--- src/rtl/lpm_attr_pkg.sv ---
package lpm_attr_pkg;
  localparam int REG_W   = 16;
  localparam int EP_W    = 4;
  localparam int CODE_W  = 4;
  localparam int LINK_W  = 4;
  localparam int PAY_W   = 11;
  localparam logic [LINK_W-1:0] LINK_SLEEP = 4'd1;
  localparam logic [REG_W-1:0]  IMPL_MASK  = 16'hF1FF;

  typedef struct packed {
    logic [EP_W-1:0]   ep;
    logic              rwake;
    logic [CODE_W-1:0] code;
    logic [LINK_W-1:0] link;
  } lpm_attr_t;

  function automatic logic [REG_W-1:0] attr_to_word(input lpm_attr_t a);
    return {a.ep, 3'b000, a.rwake, a.code, a.link};
  endfunction
endpackage

--- src/rtl/lpm_attr_store.sv ---
module lpm_attr_store
  import lpm_attr_pkg::*;
(
  input  logic             clk,
  input  logic             rst_n,
  input  logic             host_mode,
  input  logic             sw_we,
  input  logic [REG_W-1:0] sw_wdata,
  input  logic             rx_valid,
  input  logic             rx_ack,
  input  lpm_attr_t        rx_attr,
  output logic [REG_W-1:0] q,
  output logic             capture
);
  assign capture = !host_mode && rx_valid && rx_ack;

  always_ff @(posedge clk) begin
    if (!rst_n)       q <= '0;
    else if (capture) q <= attr_to_word(rx_attr);
    else if (sw_we)   q <= sw_wdata & IMPL_MASK;
  end

  a_r1_unimpl_zero: assert property (@(posedge clk) disable iff (!rst_n)
    q[11:9] == 3'b000);
  a_r2_no_ack_hold: assert property (@(posedge clk) disable iff (!rst_n)
    (!sw_we && !(rx_valid && rx_ack && !host_mode)) |=> $stable(q));
  a_r3_capture_wins: assert property (@(posedge clk) disable iff (!rst_n)
    (capture && sw_we) |=> (q[15:12] == $past(rx_attr.ep) && q[3:0] == $past(rx_attr.link)));
endmodule

--- src/rtl/lpm_link_state.sv ---
module lpm_link_state (
  input  logic clk,
  input  logic rst_n,
  input  logic accept_sleep,
  input  logic suspend_end,
  input  logic lpm_rwake,
  input  logic enum_rwake,
  output logic l1_enter,
  output logic in_l1,
  output logic rwake_eff
);
  always_ff @(posedge clk) begin
    if (!rst_n) begin
      l1_enter <= 1'b0;
      in_l1    <= 1'b0;
    end else begin
      l1_enter <= accept_sleep;
      if (accept_sleep)     in_l1 <= 1'b1;
      else if (suspend_end) in_l1 <= 1'b0;
    end
  end

  assign rwake_eff = in_l1 ? lpm_rwake : enum_rwake;

  a_r5_pulse_single: assert property (@(posedge clk) disable iff (!rst_n)
    (l1_enter && !accept_sleep) |=> !l1_enter);
  a_r6_enter_sets_l1: assert property (@(posedge clk) disable iff (!rst_n)
    l1_enter |-> in_l1);
  a_r6_suspend_exit: assert property (@(posedge clk) disable iff (!rst_n)
    (suspend_end && !accept_sleep) |=> !in_l1);
endmodule

--- src/rtl/lpm_resume_timer.sv ---
module lpm_resume_timer #(
  parameter int BASE_TICKS = 50,
  parameter int STEP_TICKS = 75,
  parameter int CODE_W     = 4
) (
  input  logic              clk,
  input  logic              rst_n,
  input  logic              tick_us,
  input  logic              resume_start,
  input  logic [CODE_W-1:0] code,
  output logic              resume_drive
);
  localparam int MAX_TICKS = BASE_TICKS + STEP_TICKS * ((1 << CODE_W) - 1);
  localparam int CNT_W     = $clog2(MAX_TICKS + 1);

  logic [CNT_W-1:0] cnt;
  logic             idle;
  logic [CNT_W-1:0] load_val;

  assign idle     = (cnt == '0);
  assign load_val = CNT_W'(BASE_TICKS) + CNT_W'(STEP_TICKS) * CNT_W'(code);

  always_ff @(posedge clk) begin
    if (!rst_n)                    cnt <= '0;
    else if (idle && resume_start) cnt <= load_val;
    else if (!idle && tick_us)     cnt <= cnt - CNT_W'(1);
  end

  assign resume_drive = !idle;

  a_r7_idle_quiet: assert property (@(posedge clk) disable iff (!rst_n)
    (idle && !resume_start) |=> !resume_drive);
  a_r7_start_drives: assert property (@(posedge clk) disable iff (!rst_n)
    (idle && resume_start) |=> resume_drive);
  a_r8_no_restart: assert property (@(posedge clk) disable iff (!rst_n)
    (!idle && !tick_us) |=> $stable(cnt));
  a_r8_steady_count: assert property (@(posedge clk) disable iff (!rst_n)
    (!idle && tick_us) |=> (cnt == $past(cnt) - CNT_W'(1)));
endmodule

--- src/rtl/lpm_attr_ctrl.sv ---
module lpm_attr_ctrl
  import lpm_attr_pkg::*;
#(
  parameter int BASE_TICKS = 50,
  parameter int STEP_TICKS = 75
) (
  input  logic              clk,
  input  logic              rst_n,
  input  logic              host_mode,
  input  logic              sw_we,
  input  logic [REG_W-1:0]  sw_wdata,
  output logic [REG_W-1:0]  sw_rdata,
  input  logic              rx_valid,
  output logic              rx_ready,
  input  logic              rx_ack,
  input  logic [EP_W-1:0]   rx_endpoint,
  input  logic              rx_rwake,
  input  logic [CODE_W-1:0] rx_resume_code,
  input  logic [LINK_W-1:0] rx_link,
  output logic [PAY_W-1:0]  tx_payload,
  output logic              l1_enter,
  output logic              in_l1,
  input  logic              suspend_end,
  input  logic              enum_rwake,
  output logic              rwake_eff,
  input  logic              tick_us,
  input  logic              resume_start,
  output logic              resume_drive
);
  lpm_attr_t        rx_attr;
  logic [REG_W-1:0] attr_q;
  logic             capture;

  assign rx_attr  = '{ep: rx_endpoint, rwake: rx_rwake, code: rx_resume_code, link: rx_link};
  assign rx_ready = 1'b1;

  lpm_attr_store u_store (
    .clk(clk), .rst_n(rst_n), .host_mode(host_mode), .sw_we(sw_we),
    .sw_wdata(sw_wdata), .rx_valid(rx_valid), .rx_ack(rx_ack),
    .rx_attr(rx_attr), .q(attr_q), .capture(capture)
  );

  assign sw_rdata   = attr_q;
  assign tx_payload = PAY_W'(attr_q[8:0]);

  lpm_link_state u_link (
    .clk(clk), .rst_n(rst_n),
    .accept_sleep(capture && (rx_link == LINK_SLEEP)),
    .suspend_end(suspend_end), .lpm_rwake(attr_q[8]),
    .enum_rwake(enum_rwake), .l1_enter(l1_enter), .in_l1(in_l1),
    .rwake_eff(rwake_eff)
  );

  lpm_resume_timer #(
    .BASE_TICKS(BASE_TICKS), .STEP_TICKS(STEP_TICKS), .CODE_W(CODE_W)
  ) u_timer (
    .clk(clk), .rst_n(rst_n), .tick_us(tick_us),
    .resume_start(resume_start), .code(attr_q[7:4]),
    .resume_drive(resume_drive)
  );

  a_r5_sleep_only: assert property (@(posedge clk) disable iff (!rst_n)
    l1_enter |-> (sw_rdata[3:0] == LINK_SLEEP));
  a_r9_ready_high: assert property (@(posedge clk) disable iff (!rst_n)
    rx_ready);
endmodule

--- config.mk ---
export PLATFORM = sky130hd
export DESIGN_NAME = lpm_attr_ctrl
export DESIGN_NICKNAME = d
export VERILOG_FILES = /design/src/rtl/lpm_attr_pkg.sv /design/src/rtl/lpm_attr_store.sv /design/src/rtl/lpm_link_state.sv /design/src/rtl/lpm_resume_timer.sv /design/src/rtl/lpm_attr_ctrl.sv
export SDC_FILE = /design/constraint.sdc
export NUM_CORES = 1
export LEC_CHECK = 0
export BUFFER_PORTS_ARGS = -buffer_cell sky130_fd_sc_hd__buf_2
export CORE_MARGIN = 5
export CORE_UTILIZATION = 30
export CTS_BUF_LIST = sky130_fd_sc_hd__clkbuf_4 sky130_fd_sc_hd__clkbuf_8
export DETAILED_ROUTE_END_ITERATION = 8
export GPL_TIMING_DRIVEN = 0
export PLACE_DENSITY = 0.5
export RECOVER_POWER = 25
export SLEW_MARGIN = 20
export SYNTH_ARGS = -nofsm -noshare
export SYNTH_HDL_FRONTEND = slang
export SYNTH_SLANG_ARGS = --single-unit
--- constraint.sdc ---
create_clock -name clk -period 4.6 [get_ports clk]
set_clock_uncertainty 0.1 [all_clocks]
set_input_delay 0.23 -clock clk [delete_from_list [all_inputs] [get_ports clk]]
set_output_delay 0.23 -clock clk [all_outputs]
set_load 0.005 [all_outputs]
After elaboration in Yosys (flattened, before gate mapping)
Index checks and enable logic that the tools add are counted. Widths: inputs -> output; s select.

Output and inout port bits: 32. Logic and storage cells: 26. Bits of input ports: 39. Register bits: 26.

Reduce and logical (&&, ||, !) cells: 11. Muxes and demuxes: 7. Equal/unequal tests: 1. Add/sub/neg operators: 2. Multiply operators: 1.

Operators with widths (count): $mux 16 (2); $mux 11 (2); $add 6x11->11 const A (1); $logic_not 11->1 (1); $mul 7x4->11 const A (1); $sub 11x1->11 const B (1); $reduce_bool 2->1 (3); $logic_and 1x1->1 (5); $eq 4x1->1 const B (1); $mux 1 (3); $logic_not 1->1 (2).

Longest topological paths before layout
Gate-level depths: netlist of run 1.

Depth after elaboration: 5. Gate-level depth with buffers: 12. Gate-level depth less buffers: 12.

By module
From an unflattened synthesis of run 1, not the netlist that was laid out.

Cell total of the unflattened synthesis: 225. Area total of the unflattened synthesis: 2143.3 µm².

By module, submodules not included: lpm_resume_timer (area each 1142.3 µm², seq. area each 220.2 µm², cells an instance 137, instances 1); lpm_attr_store (area each 812.0 µm², seq. area each 260.2 µm², cells an instance 66, instances 1); lpm_attr_ctrl (area each 113.9 µm², seq. area each 0.0 µm², cells an instance 16, instances 1); lpm_link_state (area each 75.1 µm², seq. area each 40.0 µm², cells an instance 6, instances 1).

Least setup slack after synthesis of run 1
No wires, ideal clock.

Path type: register -> register. From: register u_store.q[6]. To: register u_timer.cnt[9]. Slack: 1.814 ns. Data required time: 4.440 ns. Stages on the path, launching flop included: 12. Setup time: 0.060 ns. Data arrival time: 2.626 ns. Clock period less this slack: 2.786 ns. Cells stage by stage: dfxtp_1 -> inv_1 -> ha_1 -> inv_1 -> fa_1 -> ha_1 -> ha_1 -> nand3_1 -> o21ai_0 -> a31oi_1 -> nor4b_1 -> a221o_1.

Word-level cells in the longest chain between the ends: 3.

Ends and longest elaborated chain: from (decl) (RTL line lpm_attr_store.sv:12) `output logic [REG_W-1:0] q,`; from (signal assigned) (RTL line lpm_attr_store.sv:19) `else if (capture) q <= attr_to_word(rx_attr);`; from (signal assigned) (RTL line lpm_attr_store.sv:20) `else if (sw_we) q <= sw_wdata & IMPL_MASK;`; $mul 7x4->11 (RTL line lpm_resume_timer.sv:21) `assign load_val = CNT_W'(BASE_TICKS) + CNT_W'(STEP_TICKS) * CNT_W'(code);`; $add 6x11->11 (RTL line lpm_resume_timer.sv:21); $mux 11 (RTL line lpm_resume_timer.sv:25) `else if (idle && resume_start) cnt <= load_val;`; to (signal assigned) (RTL line lpm_resume_timer.sv:25); to (signal assigned) (RTL line lpm_resume_timer.sv:26) `else if (!idle && tick_us) cnt <= cnt - CNT_W'(1);`; to (decl) (RTL line lpm_resume_timer.sv:16) `logic [CNT_W-1:0] cnt;`.

No other way between the ends. A chain may end at the register's enable or synchronous reset.

Final worst setup path of run 1
Same ends and word-level chain as after synthesis.

==> results of run 1 <==
==> per-layer routing <==
layer	part of all wire	wire length, µm
met3	0.086	402
met1	0.46	2120
met5	0	0
met4	0.0086	40
met2	0.45	2090
==> cells in the mapped netlist (3+ instances only) <==
cell type,count,area share
sky130_fd_sc_hd__a21boi_0,4,0.016
sky130_fd_sc_hd__a21oi_1,5,0.013
sky130_fd_sc_hd__a31oi_1,5,0.017
sky130_fd_sc_hd__buf_4,16,0.064
sky130_fd_sc_hd__clkbuf_1,7,0.014
sky130_fd_sc_hd__dfxtp_1,26,0.28
sky130_fd_sc_hd__fa_1,3,0.032
sky130_fd_sc_hd__ha_1,17,0.11
sky130_fd_sc_hd__inv_1,12,0.024
sky130_fd_sc_hd__mux2i_1,11,0.059
sky130_fd_sc_hd__nand2_1,20,0.040
sky130_fd_sc_hd__nand3_1,5,0.013
sky130_fd_sc_hd__nor2_1,9,0.018
sky130_fd_sc_hd__nor3_1,8,0.021
sky130_fd_sc_hd__nor4_1,3,0.010
sky130_fd_sc_hd__o211a_1,13,0.069
sky130_fd_sc_hd__o211ai_1,3,0.012
sky130_fd_sc_hd__o21a_1,3,0.012
sky130_fd_sc_hd__xnor2_1,7,0.033
sky130_fd_sc_hd__xor2_1,4,0.019
==> registers in the layout, indices dropped and copies added (netlist names) <==
signal           flops
u_link.in_l1         1
u_timer.cnt         11
u_store.q           13
u_link.l1_enter      1
==> kinds of logic (layout without fill, tap and decap cells) <==
group	after synthesis	count (layout)	share of synthesized area
xor gates and xnor gates	11	11	0.0514
buffers and inverters	37	101	0.107
adders and majority gates	20	20	0.145
muxes	12	12	0.0647
other	2	6	0.00400
and+or+nand+nor	57	57	0.154
AOI/OAI and AO/OA	46	46	0.196
DFF	26	26	0.278
==> worst max path at each step <==
stage                         startpoint                           to  slack [ps]  cells after the start
3_3_place_gp   u_store.q[6]$_SDFFE_PN0P_  u_timer.cnt[9]$_SDFFE_PN0P_        1520                     11
2_1_floorplan  u_store.q[6]$_SDFFE_PN0P_  u_timer.cnt[9]$_SDFFE_PN0P_        1810                     11
6_report       u_store.q[6]$_SDFFE_PN0P_  u_timer.cnt[9]$_SDFFE_PN0P_        1500                     11
5_1_grt        u_store.q[6]$_SDFFE_PN0P_  u_timer.cnt[9]$_SDFFE_PN0P_        1290                     11
4_1_cts        u_store.q[6]$_SDFFE_PN0P_  u_timer.cnt[9]$_SDFFE_PN0P_        1470                     11
3_5_place_dp   u_store.q[6]$_SDFFE_PN0P_  u_timer.cnt[9]$_SDFFE_PN0P_        1500                     11
==> worst register-to-register path, delay by kind of cell, from the launching register on <==
kind	cells	cell delay [ps]
AO/OA/AOI/OAI	3	610
adder cells (fa/ha/maj)	4	1260
buffers and inverters	2	200
flip-flops	1	480
AND/OR/NAND/NOR	2	390
==> cells in the final DEF, fill, tap and decap left out, types with 4 or more instances in the layout <==
master                     instances
sky130_fd_sc_hd__clkbuf_1         12
sky130_fd_sc_hd__dfxtp_1          26
sky130_fd_sc_hd__xor2_1            4
sky130_fd_sc_hd__a31oi_1           5
sky130_fd_sc_hd__buf_4            15
sky130_fd_sc_hd__nand2_1          20
sky130_fd_sc_hd__nand3_1           5
sky130_fd_sc_hd__nor3_1            8
sky130_fd_sc_hd__o211a_1          13
sky130_fd_sc_hd__ha_1             17
sky130_fd_sc_hd__buf_2            56
sky130_fd_sc_hd__inv_1            12
sky130_fd_sc_hd__a21boi_0          4
sky130_fd_sc_hd__a21oi_1           5
sky130_fd_sc_hd__xnor2_1           7
sky130_fd_sc_hd__nor2_1            9
sky130_fd_sc_hd__mux2i_1          11
sky130_fd_sc_hd__conb_1            6
==> through the flow <==
stage | instances | area, µm² | hold slack (ps) | total power, mW
floorplan | 215 | 1890 | 219 | 0.615
global placement | 350 | 2280 | 351 | 0.724
detailed placement | 350 | 2280 | 357 | 0.723
CTS | 354 | 2360 | 53.6 | 0.921
global route | 354 | 2350 | 50.0 | 0.991
finish | 354 | 2350 | 57.0 | 0.908
==> layout make-up <==
cell class | instances | share of cell area
clock buffers | 3 | 0.0176
flip-flops and latches | 26 | 0.222
inverters | 12 | 0.0192
plain buffers | 25 | 0.0660
multi-input cells | 152 | 0.498
clock inverters | 1 | 0.0128
well taps | 75 | 0.0399
repair buffers | 60 | 0.125
==> power by group <==
group / internal, mW / switching [mW]
sequential: 0.263 / 0.0418
combinational: 0.198 / 0.213
clock: 0.117 / 0.0763
==> results.txt, run 1 <==
----------------------------------------------------
[Layout]
  Core occupancy in the finished layout ... 0.392
  Total area of sequential cells ... 520 µm²
  Area growth syn-to-layout ... 25.3%
  Antenna diode count ... 0
  Final net count ... 339
  Fill cell instance count of the final layout ... 630
  Area of the multi-input gates ... 1170 µm²
  Fraction of final layout cells sized beyond drive strength 1 ... 0.297

[Clocking]
  # hold bufs at CTS ... 0
  Post CTS Setup Buffer Count ... 0
  Cell at the root of the clock tree ... sky130_fd_sc_hd__clkbuf_8
  CTS tree ... yes
  Deepest clock path buffer count ... 2
  Number of gates given a new drive strength after cts ... 0
  Clock insertion delay at the later pin of the skew report ... 270 ps
  Maximum level of the CTS H-tree ... 1
  CTS clock-pin slew for the worst setup and hold paths ... 100 ps
  Sink Count ... 26
  Clock buffer count from CTS ... 3

[Placement]
  Place WS ... 1500 ps
  Last weighted congestion value of the routability-driven placer ... 0.861
  Count of buffers from port buffering ... 60
  Estimated wirelength of the detail-placed design ... 3770 µm

[Drt]
  Wire per inst ... 13.1 µm
  Number of remaining DRC errors ... 0
  First drt pass iteration count ... 4
  Number of vias after detailed routing ... 1652
  Via density per instance ... 4.67
  Post-Route WL ... 4660 µm
  Detailed Route Iter0 Violations ... 40
  Antenna Violating Nets Remaining ... 0

[Hold path]
  Launch point of the worst hold path ... rx_link[3]
  Worst hold path stage count ... 2
  Worst hold endpoint ... u_link.l1_enter$_SDFF_PN0_
  Worst hold-check path type ... in2reg

[Setup path]
  Number of buffer and inverter stages on the critical path ... 2
  Worst reg2reg path endpoint ... u_timer.cnt[9]$_SDFFE_PN0P_
  R2r startpoint ... u_store.q[6]$_SDFFE_PN0P_
  Depth of the worst register-to-register path ... 11
  Kind of cell with the highest combined delay on the critical path ... adder cells
  Kind of start point of the critical path ... flop
  Arrival @ worst endpoint ... 3220 ps
  Required time at the worst-slack endpoint ... 4720 ps
  Worst setup EP type ... flop
  Highest-delay cell along the critical path ... sky130_fd_sc_hd__dfxtp_1
  Worst path cell trace ... inv_1, ha_1, inv_1, fa_1, ha_1, ha_1, nand3_1, o21ai_0, a31oi_1, nor4b_1, a221o_1
  Cell seen most often among critical-path stages ... sky130_fd_sc_hd__ha_1
  R2R Setup Slk ... 1500 ps
  CP Max Fanout ... 7
  Startpoint-to-endpoint class of the critical path ... reg2reg
  Largest stage delay, worst path ... 480 ps

[STA]
  Slew at the pin closest to its max-slew limit ... 559 ps
  RSZ-0062 raised after global routing ... false
  Worst-case setup margin in the final layout ... 1500 ps
  Fmax ... 0.323 GHz
  Max-slew violations ... 0
  Number of endpoints failing setup at the final stage ... 0
  Minimum clock period ... 3100 ps
  Final worst path period share ... 0.673
  Final setup TNS ... 0 ps
  Final Hold Fails ... 0
  Slew margin rel. ... 0.627

[Global route]
  Global-route met1 utilization ... 0.161
  Met3 capacity usage during global routing ... 0.0406
  Vias in the first global route ... 1665
  Total overflow reported by the global router ... 0
  Wire length of the first global-routing pass ... 7750 µm
  Global-route track usage on met2 ... 0.198
  Number of antenna violations at the first check in global routing ... 0
  Maximum number of pins on one net before global-route repair ... 16
  Most Crowded Layer GR ... met2
  Total routing resource utilization after global routing ... 0.123

[Run]
  Max-cap violations ... 0

[Synthesis]
  Ys Warns ... 0
  Number of distinct library cells after synthesis ... 46
  Register bit total from synthesis ... 26
  Most frequently used flop master after synthesis ... sky130_fd_sc_hd__dfxtp_1
  Mapped cell area ... 1880 µm²
  Synthesized area per cell ... 8.89 µm²
  EDFF count, synth ... 0
  Sequential share of the synthesized area ... 0.278
  Synth Instances ... 211
  Async set-or-reset flop fraction in the synthesized netlist ... 0

[Floorplanning]
  Die outline area ... 7930 µm²
  Total core area ... 5990 µm²
  Die span in y ... 89.1 µm
  Die boundary width ... 89.1 µm
  I/O pin cnt ... 71
  Initial core utilization ... 0.313
  Floorplan row count ... 28

[Outcome]
  Status ... complete, no violations

[Pwr]
  Standby leakage power ... 1.26 nW
  IR Drop Worst-Case VDD ... 0.142 mV
  Areal power density over the cells ... 386 nW/µm²

----------------------------------------------------
(Power assumes the default switching activity.)
==> run 2: changes to the inputs <==
clock period = 3.25 ns   (was 4.6 ns; I/O delays follow)
==> run 2 against run 1 <==
  * Maximum frequency increased by 3.8%
  * Sequential power increased by 41%
  * Routed wire length increased by 0.39%
  * Combinational power increased by 42%
  * Worst setup slack got worse by 1200 ps
  * Critical path depth unchanged
  * Largest cell class unchanged
  * First-iteration DRC count increased by 40%
  * Critical endpoint unchanged
  * Die area unchanged
  * Critical path type unchanged
  * Via count increased by 0.24%
  * Highest routed layer unchanged
  * Hold slack got worse by 35 ps
  * Register-to-register slack got worse by 1200 ps
  * Clock power increased by 41%
==> results.txt, run 2 (same netlist as run 1, synthesis figures left out) <==
----------------------------------------------------
[Drt]
  Via density per instance ... 4.66 (about the same)
  Detailed Route Iter0 Violations ... 56 (+40%)
  Antenna Violating Nets Remaining ... 0 (unchanged)
  Number of remaining DRC errors ... 0 (unchanged)
  Number of vias after detailed routing ... 1656 (+0.24%)
  Wire per inst ... 13.2 µm (+0.10%)
  First drt pass iteration count ... 4 (unchanged)
  Post-Route WL ... 4670 µm (+0.39%)

[Pwr]
  IR Drop Worst-Case VDD ... 0.201 mV (+42%)
  Areal power density over the cells ... 545 nW/µm² (+41%)
  Power share of the sequential group ... 0.335 (about the same)
  Net load switching power ... 0.468 mW (+42%)
  Power after layout ... 1.29 mW (+42%)
  Sw Ratio ... 0.364 (about the same)
  Clk pwr share ... 0.212 (about the same)
  Total internal power ... 0.817 mW (+42%)
  Combinational power share ... 0.452 (about the same)
  Standby leakage power ... 1.26 nW (+0.17%)

[Setup path]
  R2R Setup Slk ... 270 ps (-1240 ps)
  R2r startpoint ... u_store.q[6]$_SDFFE_PN0P_
  Arrival @ worst endpoint ... 3110 ps (-110 ps)
  Worst reg2reg path endpoint ... u_timer.cnt[9]$_SDFFE_PN0P_
  Kind of start point of the critical path ... flop
  Worst setup EP type ... flop
  CP Max Fanout ... 7 (unchanged)
  Required time at the worst-slack endpoint ... 3370 ps (-1350 ps)
  Depth of the worst register-to-register path ... 11 (unchanged)
  Startpoint-to-endpoint class of the critical path ... reg2reg

[Layout]
  Fill cell instance count of the final layout ... 631 (+0.16%)
  Highest-count cells in the layout ignoring fill and taps ... sky130_fd_sc_hd__buf_2 (55), sky130_fd_sc_hd__dfxtp_1 (25), sky130_fd_sc_hd__nand2_1 (20)
  Register with the most flip-flops ... u_store.q
  Area growth syn-to-layout ... 25.8%
  Total area of sequential cells ... 522 µm² (+0.24%)
  Antenna diode count ... 0 (unchanged)
  Largest registers in the final layout ... u_store.q (13), u_timer.cnt (11)
  Area of the multi-input gates ... 1170 µm² (unchanged)
  Final net count ... 340 (+0.29%)
  Most common cell after layout, fill and taps aside ... sky130_fd_sc_hd__buf_2
  Largest register FFs ... 13 (unchanged)
  Fraction of final layout cells sized beyond drive strength 1 ... 0.296 (-0.00106)

[Clocking]
  Post CTS Setup Buffer Count ... 0 (unchanged)
  Clock buffer count from CTS ... 3 (unchanged)
  Sink Count ... 26 (unchanged)
  Cell at the root of the clock tree ... sky130_fd_sc_hd__clkbuf_8
  Clock insertion delay at the later pin of the skew report ... 270 ps (about the same)
  Deepest clock path buffer count ... 2 (unchanged)
  CTS tree ... yes
  CTS clock-pin slew for the worst setup and hold paths ... 100 ps (about the same)
  Maximum level of the CTS H-tree ... 1 (unchanged)

[STA]
  Number of endpoints failing setup at the final stage ... 0 (unchanged)
  Fmax ... 0.335 GHz (+3.8%)
  Final Hold Fails ... 0 (unchanged)
  RSZ-0062 raised after global routing ... false
  Slew at the pin closest to its max-slew limit ... 559 ps (-0.00846 ps)
  Slew margin rel. ... 0.627 (about the same)
  Final worst path period share ... 0.918 (+0.245)
  Final setup TNS ... 0 ps (unchanged)
  Minimum clock period ... 2980 ps (-112 ps)
  Final hold slack ... 21.6 ps (-35.4 ps)
  Max-slew violations ... 0 (unchanged)

[Floorplanning]
  Total core area ... 5990 µm² (unchanged)
  Floorplan row count ... 28 (unchanged)
  I/O pin cnt ... 71 (unchanged)
  Die boundary width ... 89.1 µm (unchanged)
  Initial core utilization ... 0.313 (unchanged)
  Die span in y ... 89.1 µm (unchanged)
  Die outline area ... 7930 µm² (unchanged)

[Outcome]
  Status ... complete, no violations

[Global route]
  Number of antenna violations at the first check in global routing ... 0 (unchanged)
  Wire length of the first global-routing pass ... 7780 µm (+0.36%)
  Vias in the first global route ... 1675 (+0.60%)
  Maximum number of pins on one net before global-route repair ... 16 (unchanged)
  Total routing resource utilization after global routing ... 0.124 (+0.000381)
  Total overflow reported by the global router ... 0 (unchanged)

[Placement]
  Estimated wirelength of the detail-placed design ... 3770 µm (unchanged)
  Count of buffers from port buffering ... 60 (unchanged)
  Last weighted congestion value of the routability-driven placer ... 0.861 (unchanged)

[Run]
  Max-cap violations ... 0 (unchanged)

[Hold path]
  Launch point of the worst hold path ... rx_endpoint[1]
  Worst hold endpoint ... u_store.q[13]$_SDFFE_PN0P_
  Worst hold path stage count ... 2 (unchanged)
  Worst hold-check path type ... in2reg

----------------------------------------------------
[run 2: changes by cell type in the layout (fill, tap and decap cells not counted), sizes merged]
cell         previous run  this run
dlygate4sd3             0         1
[run 2: how the worst max path moves through the flow]
stage	startpoint	endpoint	slack, ps	cells past startpoint
final	u_store.q[6]$_SDFFE_PN0P_	u_timer.cnt[9]$_SDFFE_PN0P_	270	11
after global routing	u_store.q[6]$_SDFFE_PN0P_	u_timer.cnt[9]$_SDFFE_PN0P_	80	11
after CTS	u_store.q[6]$_SDFFE_PN0P_	u_timer.cnt[9]$_SDFFE_PN0P_	120	11
after detailed placement	u_store.q[6]$_SDFFE_PN0P_	u_timer.cnt[9]$_SDFFE_PN0P_	150	11
after global placement	u_store.q[6]$_SDFFE_PN0P_	u_timer.cnt[9]$_SDFFE_PN0P_	170	11
after floorplan	u_store.q[6]$_SDFFE_PN0P_	u_timer.cnt[9]$_SDFFE_PN0P_	460	11
[run 2: power groups by stage]
stage               sequential, mW  clock [mW]  combinational [mW]
finish                       0.431       0.273               0.582
global route                 0.444       0.297               0.664
CTS                          0.432       0.284               0.589
detailed placement           0.439           0               0.584
global placement             0.439           0               0.586
floorplan                    0.426           0               0.444
[run 2: worst max-delay path, cell delays in order, from the launching register on]
cell	delay (ps)
sky130_fd_sc_hd__dfxtp_2	410
sky130_fd_sc_hd__inv_1	100
sky130_fd_sc_hd__ha_1	320
sky130_fd_sc_hd__inv_1	60
sky130_fd_sc_hd__fa_1	400
sky130_fd_sc_hd__ha_1	190
sky130_fd_sc_hd__ha_1	340
sky130_fd_sc_hd__nand3_1	80
sky130_fd_sc_hd__o21ai_0	300
sky130_fd_sc_hd__a31oi_1	160
sky130_fd_sc_hd__nor4b_1	310
sky130_fd_sc_hd__a221o_1	150
[run 2: cell type report]
class | instances | share of cell area
multi-input cells | 152 | 0.496
flip-flops and latches | 26 | 0.221
repair buffers | 61 | 0.128
plain buffers | 25 | 0.0657
well taps | 75 | 0.0398
inverters | 12 | 0.0191
clock buffers | 3 | 0.0175
clock inverters | 1 | 0.0127
[run 2: metal layers]
metal	GRT usage	routed length (µm)	vias to the layer above
li1	-	-	871
met1	0.161	2120	732
met4	0.0284	40	0
met2	0.199	2110	49
met3	0.0406	402	4
met5	0	0	-
[run 2: through the flow]
step	cell area (µm²)	utilization	setup WS, ps	cells
after floorplan	1890	-	464	215
after global placement	2280	0.381	166	350
after detailed placement	2280	0.381	152	350
after CTS	2370	0.395	123	355
after global routing	2360	0.394	75.9	355
final	2360	0.394	266	355
[run 2: repair_timing]
action	CTS	global route
hold buffers	1	0
endpoints found under the hold margin	1	0
endpoints found under the setup margin	0	2
resized for setup	0	1
